`src/rtl/pwm_bank_pkg.sv`:
```
package pwm_bank_pkg;

  localparam int PRE_W  = 8;
  localparam int MOD_W  = 8;
  localparam int DUTY_W = 16;
  localparam int OFS_W  = 5;

  typedef enum logic [2:0] {
    RK_NONE,
    RK_PRE,
    RK_MOD,
    RK_DUTY,
    RK_EN
  } reg_kind_e;

  // Register selected by the offset inside a channel window
  function automatic reg_kind_e decode_off(input logic [OFS_W-1:0] off);
    case (off)
      5'h00:   return RK_PRE;
      5'h04:   return RK_MOD;
      5'h08:   return RK_DUTY;
      5'h18:   return RK_EN;
      default: return RK_NONE;
    endcase
  endfunction

  // Output level for a step of a period
  function automatic logic wave_level(input logic [MOD_W-1:0]  step,
                                      input logic [MOD_W-1:0]  modv,
                                      input logic [DUTY_W-1:0] dutyv);
    return (modv != '0) && (DUTY_W'(step) < dutyv);
  endfunction

  // Last step of a period; a zero length ends at every step
  function automatic logic is_last_step(input logic [MOD_W-1:0] step,
                                        input logic [MOD_W-1:0] modv);
    return (modv == '0) || (step == modv - MOD_W'(1));
  endfunction

endpackage

```
`src/rtl/pwm_bank_regs.sv`:
```
module pwm_bank_regs
  import pwm_bank_pkg::*;
#(
  parameter int NUM_CH = 4,
  parameter int ADDR_W = 7,
  parameter int DATA_W = 32
) (
  input  logic                          clk,
  input  logic                          rst_n,
  input  logic                          bus_wr,
  input  logic [ADDR_W-1:0]             bus_addr,
  input  logic [DATA_W-1:0]             bus_wdata,
  output logic [DATA_W-1:0]             bus_rdata,
  output logic [NUM_CH-1:0][PRE_W-1:0]  pre_nxt,
  output logic [NUM_CH-1:0][MOD_W-1:0]  mod_nxt,
  output logic [NUM_CH-1:0][DUTY_W-1:0] duty_nxt,
  output logic [NUM_CH-1:0]             chan_en,
  output logic [NUM_CH-1:0]             commit
);

  localparam int SEL_W = ADDR_W - OFS_W;

  logic [SEL_W-1:0] sel;
  logic [OFS_W-1:0] off;
  reg_kind_e        kind;

  assign sel  = bus_addr[ADDR_W-1:OFS_W];
  assign off  = bus_addr[OFS_W-1:0];
  assign kind = decode_off(off);

  logic [NUM_CH-1:0][PRE_W-1:0]  pre_v;
  logic [NUM_CH-1:0][MOD_W-1:0]  mod_v;
  logic [NUM_CH-1:0][DUTY_W-1:0] duty_v;

  for (genvar c = 0; c < NUM_CH; c++) begin : g_ch
    logic              hit;
    logic              w_pre, w_mod, w_duty, w_en;
    logic [PRE_W-1:0]  pre_q;
    logic [MOD_W-1:0]  mod_q;
    logic [DUTY_W-1:0] duty_q;
    logic              en_q;

    assign hit    = bus_wr && (sel == SEL_W'(c));
    assign w_pre  = hit && (kind == RK_PRE);
    assign w_mod  = hit && (kind == RK_MOD);
    assign w_duty = hit && (kind == RK_DUTY);
    assign w_en   = hit && (kind == RK_EN);

    always_ff @(posedge clk) begin
      if (!rst_n) begin
        pre_q  <= '0;
        mod_q  <= '0;
        duty_q <= '0;
        en_q   <= 1'b0;
      end else begin
        if (w_pre)  pre_q  <= bus_wdata[PRE_W-1:0];
        if (w_mod)  mod_q  <= bus_wdata[MOD_W-1:0];
        if (w_duty) duty_q <= bus_wdata[DUTY_W-1:0];
        if (w_en)   en_q   <= bus_wdata[0];
      end
    end

    // Staged values as they stand after this clock, forwarded for a same-cycle commit
    assign pre_nxt[c]  = w_pre  ? bus_wdata[PRE_W-1:0]  : pre_q;
    assign mod_nxt[c]  = w_mod  ? bus_wdata[MOD_W-1:0]  : mod_q;
    assign duty_nxt[c] = w_duty ? bus_wdata[DUTY_W-1:0] : duty_q;
    assign commit[c]   = w_duty;
    assign chan_en[c]  = en_q;
    assign pre_v[c]    = pre_q;
    assign mod_v[c]    = mod_q;
    assign duty_v[c]   = duty_q;
  end

  always_comb begin
    bus_rdata = '0;
    for (int c = 0; c < NUM_CH; c++) begin
      if (sel == SEL_W'(c)) begin
        case (kind)
          RK_PRE:  bus_rdata = DATA_W'(pre_v[c]);
          RK_MOD:  bus_rdata = DATA_W'(mod_v[c]);
          RK_DUTY: bus_rdata = DATA_W'(duty_v[c]);
          RK_EN:   bus_rdata = DATA_W'(chan_en[c]);
          default: bus_rdata = '0;
        endcase
      end
    end
  end

  AST_ONE_CH_WRITE: assert property (@(posedge clk) disable iff (!rst_n)
    $onehot0(commit));

endmodule

```
`src/rtl/pwm_bank_chan.sv`:
```
module pwm_bank_chan
  import pwm_bank_pkg::*;
(
  input  logic              clk,
  input  logic              rst_n,
  input  logic              en,
  input  logic              commit,
  input  logic [PRE_W-1:0]  pre_nxt,
  input  logic [MOD_W-1:0]  mod_nxt,
  input  logic [DUTY_W-1:0] duty_nxt,
  output logic              out
);

  logic              run;
  logic              pend;
  logic [PRE_W-1:0]  pre_cnt;
  logic [MOD_W-1:0]  step;
  logic [PRE_W-1:0]  act_pre;
  logic [MOD_W-1:0]  act_mod;
  logic [DUTY_W-1:0] act_duty;

  // Named internal events
  logic tick;
  logic bnd;
  logic start;
  logic apply;

  assign tick  = run && (pre_cnt == act_pre);
  assign bnd   = tick && is_last_step(step, act_mod);
  assign start = en && !run;
  assign apply = en && (start || bnd) && (pend || commit);

  always_ff @(posedge clk) begin
    if (!rst_n) begin
      run      <= 1'b0;
      pend     <= 1'b0;
      pre_cnt  <= '0;
      step     <= '0;
      act_pre  <= '0;
      act_mod  <= '0;
      act_duty <= '0;
    end else begin
      pend <= (pend || commit) && !apply;
      if (apply) begin
        act_pre  <= pre_nxt;
        act_mod  <= mod_nxt;
        act_duty <= duty_nxt;
      end
      if (!en) begin
        run     <= 1'b0;
        pre_cnt <= '0;
        step    <= '0;
      end else if (!run) begin
        run     <= 1'b1;
        pre_cnt <= '0;
        step    <= '0;
      end else if (tick) begin
        pre_cnt <= '0;
        step    <= bnd ? '0 : step + MOD_W'(1);
      end else begin
        pre_cnt <= pre_cnt + PRE_W'(1);
      end
    end
  end

  assign out = en && run && wave_level(step, act_mod, act_duty);

  AST_ACTIVE_HOLD: assert property (@(posedge clk) disable iff (!rst_n)
    (run && !bnd) |=> ($stable(act_pre) && $stable(act_mod) && $stable(act_duty)));
  AST_STEP_BOUND: assert property (@(posedge clk) disable iff (!rst_n)
    (run && act_mod != '0) |-> (step < act_mod));
  AST_PEND_DRAIN: assert property (@(posedge clk) disable iff (!rst_n)
    (en && run && bnd) |=> !pend);
  AST_STOP_NEXT: assert property (@(posedge clk) disable iff (!rst_n)
    !en |=> (!run && step == '0 && pre_cnt == '0));
  AST_ARM_ON_ENABLE: assert property (@(posedge clk) disable iff (!rst_n)
    (start && (pend || commit)) |=> !pend);

endmodule

```
`src/rtl/pwm_bank.sv`:
```
module pwm_bank
  import pwm_bank_pkg::*;
#(
  parameter int NUM_CH = 4,
  parameter int ADDR_W = 7,
  parameter int DATA_W = 32
) (
  input  logic              clk,
  input  logic              rst_n,
  input  logic              bus_wr,
  input  logic [ADDR_W-1:0] bus_addr,
  input  logic [DATA_W-1:0] bus_wdata,
  output logic [DATA_W-1:0] bus_rdata,
  output logic [NUM_CH-1:0] pwm_out
);

  logic [NUM_CH-1:0][PRE_W-1:0]  pre_nxt;
  logic [NUM_CH-1:0][MOD_W-1:0]  mod_nxt;
  logic [NUM_CH-1:0][DUTY_W-1:0] duty_nxt;
  logic [NUM_CH-1:0]             chan_en;
  logic [NUM_CH-1:0]             commit;

  pwm_bank_regs #(
    .NUM_CH (NUM_CH),
    .ADDR_W (ADDR_W),
    .DATA_W (DATA_W)
  ) u_regs (
    .clk       (clk),
    .rst_n     (rst_n),
    .bus_wr    (bus_wr),
    .bus_addr  (bus_addr),
    .bus_wdata (bus_wdata),
    .bus_rdata (bus_rdata),
    .pre_nxt   (pre_nxt),
    .mod_nxt   (mod_nxt),
    .duty_nxt  (duty_nxt),
    .chan_en   (chan_en),
    .commit    (commit)
  );

  for (genvar c = 0; c < NUM_CH; c++) begin : g_chan
    pwm_bank_chan u_chan (
      .clk      (clk),
      .rst_n    (rst_n),
      .en       (chan_en[c]),
      .commit   (commit[c]),
      .pre_nxt  (pre_nxt[c]),
      .mod_nxt  (mod_nxt[c]),
      .duty_nxt (duty_nxt[c]),
      .out      (pwm_out[c])
    );
  end

  AST_OFF_STAYS_LOW: assert property (@(posedge clk) disable iff (!rst_n)
    ($past(chan_en) == '0 && chan_en == '0) |-> (pwm_out == '0));

endmodule

```
`config.mk`:
```
export PLATFORM = sky130hd
export DESIGN_NAME = pwm_bank
export DESIGN_NICKNAME = d
export VERILOG_FILES = /design/src/rtl/pwm_bank_pkg.sv /design/src/rtl/pwm_bank_regs.sv /design/src/rtl/pwm_bank_chan.sv /design/src/rtl/pwm_bank.sv
export SDC_FILE = /design/constraint.sdc
export NUM_CORES = 1
export LEC_CHECK = 0
export BUFFER_PORTS_ARGS = -buffer_cell sky130_fd_sc_hd__buf_2
export CAP_MARGIN = 20
export CORE_MARGIN = 5
export CORE_UTILIZATION = 40
export DETAILED_ROUTE_END_ITERATION = 8
export GPL_TIMING_DRIVEN = 0
export PLACE_DENSITY = 0.62
export SYNTH_ARGS = -nofsm -noshare
export SYNTH_HDL_FRONTEND = slang
export SYNTH_SLANG_ARGS = --single-unit
```
`constraint.sdc`:
```
create_clock -name clk -period 6.7 [get_ports clk]
set_input_delay 0.67 -clock clk [delete_from_list [all_inputs] [get_ports clk]]
set_output_delay 0.67 -clock clk [all_outputs]
set_load 0.1 [all_outputs]
```
# After elaboration in Yosys (flattened, before gate mapping)
# Cells that the tools add are included.
totals:
  ff_bits: 332
  output_inout_bits: 36
  wordCells: 210
classes:
  addsub: 12
  n_lt_le_gt_ge: 4
  eq_ne: 18
  mux: 29
  n_bitwise: 9
  reduce_logical: 94
ops:
  columns: ["operator", "count"]
  rows:
  - ["16-bit one-hot mux with 4 select lines", 4]
  - ["32-bit 2-to-1 mux", 4]
  - ["8-bit 2-to-1 mux", 12]
  - ["8-bit by 1-bit adder with 8-bit output (second input constant)", 8]
  - ["8-bit == test", 8]
  - ["8-bit by 16-bit < comparator with 1-bit output", 4]
  - ["16-bit 2-to-1 mux", 4]
  - ["1-bit logical AND", 56]
  - ["8-bit logical NOT", 4]
  - ["8-bit nonzero test", 4]
  - ["8-bit by 1-bit subtractor with 8-bit output (second input constant)", 4]
  - ["4-bit OR reduction", 4]
  - ["1-bit logical OR", 12]
  - ["3-bit one-hot mux with 4 select lines", 1]
  - ["3-bit AND reduction", 4]
  - ["1-bit inverter", 9]
  - ["1-bit logical NOT", 8]
  - ["3-bit by 2-bit == test with 1-bit output (second input constant)", 2]
  - ["5-bit by 3-bit == test with 1-bit output (second input constant)", 1]
  - ["5-bit by 4-bit == test with 1-bit output (second input constant)", 1]
  - ["5-bit == test (second input constant)", 1]
  - ["5-bit logical NOT", 1]
  - ["2-bit == test (second input constant)", 2]
  - ["1-bit 2-to-1 mux", 4]
  - ["other kinds (4)", 4]

# Longest topological paths before layout
# Gate-level depths: netlist (run 1).
depth:
  depth_word: 9
  ltp_mapped: 10
  ltp_nobuf: 9

# By module
# From an unflattened synthesis (run 1), not the netlist that was laid out.
hier_totals:
  cells_unflattened: 1828
  area_unflattened_um2: 17068.9
by_module_without_submodules:
  columns: ["module", "n_inst", "cells_per_inst", "area_per_inst_um2", "seq_area_each_um2"]
  rows:
  - ["pwm_bank_chan", 4, 299, 2582.5, 1001.0]
  - ["pwm_bank_regs", 1, 632, 6739.0, 2642.5]

# Least setup slack after synthesis (run 1)
# No wires, ideal clock.
synth_path:
  path_type: "input to output"
  from: "input port bus_addr[1]"
  to: "output port bus_rdata[0]"
  arrival_time_ns: 4.981
  setup_slack_ns: 1.049
  stages: 6
  n_path_buf: 2
  cell_sequence: "nor2_1 nor4b_2 clkbuf_1 buf_1 a221oi_1 nor4_1"
synth_between:
  elab_chain_len: 8
  elab_cells_between_ends: 17
  classes_between: "eq/ne (7); mux (9); reduce/logical (1)"
synth_rtl:
  columns: ["item", "line", "text"]
  rows:
  - ["start, declared", "pwm_bank.sv:11", "input logic [ADDR_W-1:0] bus_addr,"]
  - ["5-bit == test (tied with other cells)", "pwm_bank_pkg.sv:18", "case (off)"]
  - ["3-bit one-hot mux with 4 select lines (*)", "pwm_bank_pkg.sv:18", null]
  - ["3-bit == test (tied with other cells)", "pwm_bank_regs.sv:78", "case (kind)"]
  - ["16-bit one-hot mux with 4 select lines", "pwm_bank_regs.sv:78", null]
  - ["32-bit 2-to-1 mux (3 in series)", "pwm_bank_regs.sv:77", "if (sel == SEL_W'(c)) begin"]
  - ["32-bit 2-to-1 mux (*)", "pwm_bank_regs.sv:77", null]
  - ["end, declared", "pwm_bank.sv:13", "output logic [DATA_W-1:0] bus_rdata,"]
# Every way passes the cells marked *; elsewhere a longest branch is shown, timed or not.

# Final worst setup path (run 1)
layout_path:
  from: "input port bus_addr[1]"
  to: "output port bus_rdata[4]"
# The elaborated chain is that of the path after synthesis.

==> out/results.ini, run 1 <==
[final_layout]
final_cell_mix=dfxtp_1, nor2_1, nand2_1, and2_1, mux2_2
n_fill_cell=3856
final_common_cell=dfxtp_1
syn_to_final_growth_pct=13.4
fin_nets=1911
n_antenna_cell=0
multiInputGateArea_um2=8670
drive_gt1_frac=0.159
instances_no_fill=2378
seqCellArea_um2=6650

[worst_setup_path]
critPathTopFamily=simple AND/OR/NAND/NOR gates
crit_path_start_kind=input pin
reg2reg_from=g_chan[2].u_chan.act_mod[0]
crit_fanout=10
arrival_ns=4.46
worstPathCellList=buf_2, nor2_1, nor4bb_1, clkbuf_1, clkbuf_1, a22oi_1, nand2_1, a41oi_1, nor4_1, buf_2
critical-path-slowest-cell=nor4_1
endpoint_kind=output port
path_class=in2out
cp-startpoint=bus_addr[1]
required_ns=6.03
crit_path_max_incr_delay_ns=0.79
r2r_setup_slack_ns=3.75
path_buf_inv=4

[power]
combPwrFrac=0.042
clkPwrFrac=0.484
p_int_mw=3.18
sequentialPowerShare=0.475
power_density_nw_per_um2=229
power_leakage_nw=7.34
power_mw=4.16
switching_share=0.235
ir_worst_vdd_uv=156
p_switching_uw=980

[detailed_routing]
wire_per_inst_um=19.1
drc=0
antenna_left=0
drt_iter0_markers=994
vias_per_cell=5.28
vias=12600
finalWirelength_um=45400
dr.pass1.iters=5

[timing]
clock_skew_ns=0.0250
hold_violations=0
post-route-period-util=0.766
fmaxAchievable_ghz=0.195
tightest_slew_ns=1.14
finalSetupViolCount=0
drv_slew=0
rsz0062_at_grt=false
fin_crit_ns=5.13
holdWs_ns=0.437
tns_ns=0
relSlewSlack=0.241

[grt]
gr-usage-all-layers=0.199
grt_start_max_net_pins=14
grt_pass1_vias=12300
grt_antenna_before_repair=1
grt_first_pass_wirelength_um=70100
grt_overflow_total=0

[placement]
dpl.cell_count=2311
dpl.hpwl_um=33700
io_buffer_count=43
gp_congestion=0.939

[logic_synthesis]
synth_top_cell_by_area=dfxtp_1
yosysWarningCount=0
ys_ff_latch=332
synth_top_flop_cell=dfxtp_1
synth_seq_area_share=0.415
ys_top_cells_by_area=dfxtp_1, mux2_2, mux2i_1
netlist.area_leader.share=0.415
synth-edff-count=0
yosysUniqueCellTypes=70
synthesis.area_um2=16000
syn_avg_cell_area_um2=9.28
netlist_instances=1727
synthArstFlopShare=0

[job]
cap_violations=0

[floorplan]
start_util=0.404
dieArea_um2=44200
die_x_um=210
pin_count=78
dieHeight_um=210
placementRows=73
core_um2=39600

[cts]
postCtsSetupRepairBufs=0
insertion_delay_ns=0.54
cts_max_path_buffers=3
hold_buffers=0
clk_pin_slew_worst_paths_ns=0.06
cts_tree=yes
cts_resized=0
cts.sinks=332
numCtsBuffers=37
ctsRootBufferMaster=clkbuf_16
htree_levels=2

[status]
outcome=finished, final reports clean

[hold_path]
hp-class=in2reg
min_from=bus_wdata[5]

## flip-flops by register name, summed over array words and instances (netlist names)
| name | cells |
|---|---|
| g_chan.u_chan.act_duty | 64 |
| u_regs.g_ch.duty_q | 64 |
| g_chan.u_chan.act_mod | 32 |
| g_chan.u_chan.act_pre | 32 |
| g_chan.u_chan.pre_cnt | 32 |
| g_chan.u_chan.step | 32 |
| u_regs.g_ch.mod_q | 32 |
| u_regs.g_ch.pre_q | 32 |
| g_chan.u_chan.pend | 4 |
| g_chan.u_chan.run | 4 |
| u_regs.g_ch.en_q | 4 |
## area by class of cell
type	count	share of cell area
Buffer	118	0.0307
Clock inverter	12	0.00406
Multi-Input combinational cell	1239	0.477
Clock buffer	55	0.0625
Tap cell	525	0.0362
Sequential cell	332	0.366
Inverter	53	0.0110
Timing Repair Buffer	44	0.0123
## power groups by stage
| stage | clock, mW | sequential [mW] | combinational (mW) |
|---|---|---|---|
| 2_1_floorplan | 0 | 2.02 | 0.110 |
| 3_3_place_gp | 0 | 2.02 | 0.169 |
| 3_5_place_dp | 0 | 2.02 | 0.170 |
| 4_1_cts | 2.04 | 1.98 | 0.170 |
| 5_1_grt | 2.13 | 1.98 | 0.179 |
| 6_report | 2.01 | 1.98 | 0.174 |
## routing by layer
metal	vias up	wire [um]	GRT usage
li1	6081	-	-
met1	6025	20900	0.279
met2	383	20100	0.315
met3	78	2980	0.0320
met4	0	1400	0.0666
met5	-	0	0
## logic make-up (layout without fill, tap and decap cells)
logic type / after synthesis / count (layout) / share of synthesized area
AOI/OAI and AO/OA: 188 / 188 / 0.0798
other: 1 / 16 / 0.000234
and+or+nand+nor: 646 / 646 / 0.194
muxes: 228 / 228 / 0.166
xor gates and xnor gates: 117 / 117 / 0.0640
buffers and inverters: 171 / 282 / 0.0472
DFF: 332 / 332 / 0.415
adders and majority gates: 44 / 44 / 0.0344
## cells in the mapped netlist, types with 5 or more instances
cell	count
buf_4	20
o21ai_0	21
nor3b_1	5
ha_1	44
o221ai_1	5
a22oi_1	21
nand4_1	17
nor2b_1	12
or2_2	7
mux4_2	8
xor2_1	48
nand2b_1	9
buf_1	7
o22ai_1	7
inv_1	52
o211ai_1	5
xnor2_1	69
a41oi_1	6
and3_1	19
mux2_4	30
mux2i_1	92
dfxtp_1	332
nor3_1	18
nand3_1	75
nand2_1	132
nor4_1	16
mux2_2	95
a31oi_1	6
buf_2	14
nor2_1	214
clkbuf_1	74
and2_1	104
a221oi_1	5
a21o_1	8
a21oi_1	66
## through the flow
stage	setup WS (ns)	instance area, um^2	util
floorplan	1.05	16100	-
global placement	1.45	17000	0.428
detailed placement	1.73	17000	0.428
CTS	1.72	18200	0.458
global route	1.67	18200	0.458
finish	1.57	18200	0.458
## tightest hold or removal path: cells and delay by family
kind / cells / cell delay, ns
AO/OA/AOI/OAI: 1 / 0.07
buffers and inverters: 1 / 0.12
AND/OR/NAND/NOR: 1 / 0.06
## path summary, 6_finish.rpt
kind	endpoint	cells past startpoint
min reg2reg	g_chan[2].u_chan.pre_cnt[0]	1
max reg2reg	g_chan[2].u_chan.act_pre[7]	10
min	u_regs.g_ch[3].mod_q[5]	3
max	bus_rdata[4]	10
(Power assumes the default switching activity.)
==> run 2: changes to the inputs <==
Settings changed: PLACE_DENSITY 0.62 to 0.64.
Clock period 6.7 ns to 4.5 ns, I/O delays scaled along.
==> out/results.ini, run 2 (synthesized netlist as in run 1, its figures left out) <==
[floorplan]
placementRows=73  ; unchanged
dieHeight_um=210  ; unchanged
core_um2=39600  ; unchanged
dieArea_um2=44200  ; unchanged
pin_count=78  ; unchanged
start_util=0.404  ; unchanged
die_x_um=210  ; unchanged

[hold_path]
hp-class=in2reg  ; unchanged
min_from=bus_wdata[9]  ; was bus_wdata[5]

[grt]
grt_overflow_total=0  ; unchanged
grt_start_max_net_pins=15  ; was 14
grt_pass1_vias=12300  ; about the same
grt_antenna_before_repair=2  ; was 1
gr-usage-all-layers=0.199  ; about the same
grt_first_pass_wirelength_um=70200  ; was 70100 um

[power]
ir_worst_vdd_uv=243  ; was 156 uV
power_density_nw_per_um2=355  ; was 229 nW/um^2
power_mw=6.51  ; was 4.16 mW
power_leakage_nw=7.42  ; was 7.34 nW

[final_layout]
multiInputGateArea_um2=8700  ; was 8670 um^2
n_antenna_cell=0  ; unchanged
n_fill_cell=3815  ; was 3856
final_common_cell=dfxtp_1  ; unchanged
final_cell_mix=dfxtp_1, nor2_1, nand2_1, and2_1, mux2_2  ; unchanged
fin_util=0.462  ; was 0.458
fin_nets=1912  ; was 1911
seqCellArea_um2=6650  ; unchanged
stdcell_area_um2=18300  ; was 18200 um^2
drive_gt1_frac=0.163  ; was 0.159
syn_to_final_growth_pct=14.4  ; was 13.4%
layout_top_registers=g_chan.u_chan.act_duty (64), u_regs.g_ch.duty_q (64)  ; unchanged
instances_no_fill=2377  ; was 2378

[cts]
ctsRootBufferMaster=clkbuf_16  ; unchanged
numCtsBuffers=36  ; was 37
cts_tree=yes  ; unchanged
cts.sinks=332  ; unchanged
htree_levels=2  ; unchanged
clk_pin_slew_worst_paths_ns=0.06  ; about the same
insertion_delay_ns=0.53  ; was 0.54 ns
cts_max_path_buffers=3  ; unchanged

[timing]
finalSetupViolCount=0  ; unchanged
post-route-period-util=0.979
layout_setup_ws_ns=0.0963  ; was 1.57 ns
drv_slew=0  ; unchanged
tns_ns=0  ; unchanged
hold_violations=0  ; unchanged
fmaxAchievable_ghz=0.227
fin_crit_ns=4.40
tightest_slew_ns=1.07  ; was 1.14 ns
holdWs_ns=0.218  ; was 0.437 ns
rsz0062_at_grt=false  ; unchanged
clock_skew_ns=0.0238  ; was 0.0250 ns
relSlewSlack=0.285  ; was 0.241

[status]
outcome=finished, final reports clean  ; unchanged

[placement]
place_area_um2=17000  ; about the same
gp_congestion=0.963  ; was 0.939
dpl.cell_count=2310  ; was 2311
pre_cts_ws_ns=-0.284  ; was 1.73 ns
io_buffer_count=43  ; unchanged
dpl.hpwl_um=33600  ; was 33700 um

[detailed_routing]
drc=0  ; unchanged
vias_per_cell=5.33  ; was 5.28
dr.pass1.iters=5  ; unchanged
finalWirelength_um=45500  ; was 45400 um
antenna_left=0  ; unchanged
drt_iter0_markers=1049  ; was 994
wire_per_inst_um=19.1  ; about the same
vias=12700  ; was 12600

[worst_setup_path]
crit_fanout=10  ; unchanged
arrival_ns=3.95  ; was 4.46 ns
crit_path_start_kind=input pin  ; unchanged
path_class=in2out  ; unchanged
reg2reg_from=g_chan[2].u_chan.act_mod[0]  ; unchanged
cp-startpoint=bus_addr[1]  ; unchanged
required_ns=4.05  ; was 6.03 ns
endpoint_kind=output port  ; unchanged

[job]
cap_violations=0  ; unchanged

-- run 2: layer usage --
metal  up-vias  global-route usage  routed length (um)
met1      6088               0.276               20700
met4         4              0.0536                1010
met2       405               0.321               20600
met5         -                   0                  33
met3        84              0.0372                3090
li1       6088                   -                   -
-- run 2: cell type report --
type                    instances  area share
plain buffers                 118      0.0305
clock inverters                20      0.0171
multi-input cells            1239       0.475
repair buffers                 46      0.0130
well taps                     525      0.0358
clock buffers                  44      0.0552
flip-flops and latches        332       0.363
inverters                      53      0.0109
-- run 2: repair_timing --
action,4_1_cts,5_1_grt
setup endpoints to repair,5,1
endpoints found under the hold margin,0,0
gates resized for setup,2,0
hold buffers,0,0
buffers inserted,0,3
-- run 2: final timing paths --
kind / endpoint / slack (ns) / cells after the start
worst max register to register: g_chan[2].u_chan.act_duty[11] / 1.58 / 10
worst min-delay path: u_regs.g_ch[1].duty_q[9] / 0.22 / 3
worst min register to register: g_chan[2].u_chan.pre_cnt[0] / 0.47 / 1
worst max-delay path: bus_rdata[2] / 0.1 / 10
-- run 2: where the power goes --
group	internal [mW]	switching (mW)
sequential	2.94	0.00200
combinational	0.0486	0.215
clock	2.06	1.24
-- run 2: worst max-delay path, cell delays in order --
cell and delay, ns:
buf_2 0.10, nor2_1 0.44, nor4bb_1 0.33, clkbuf_1 0.41, clkbuf_1 0.63, a22oi_1 0.21
nand2_1 0.21, a41oi_1 0.15, nor4_2 0.49, buf_2 0.52
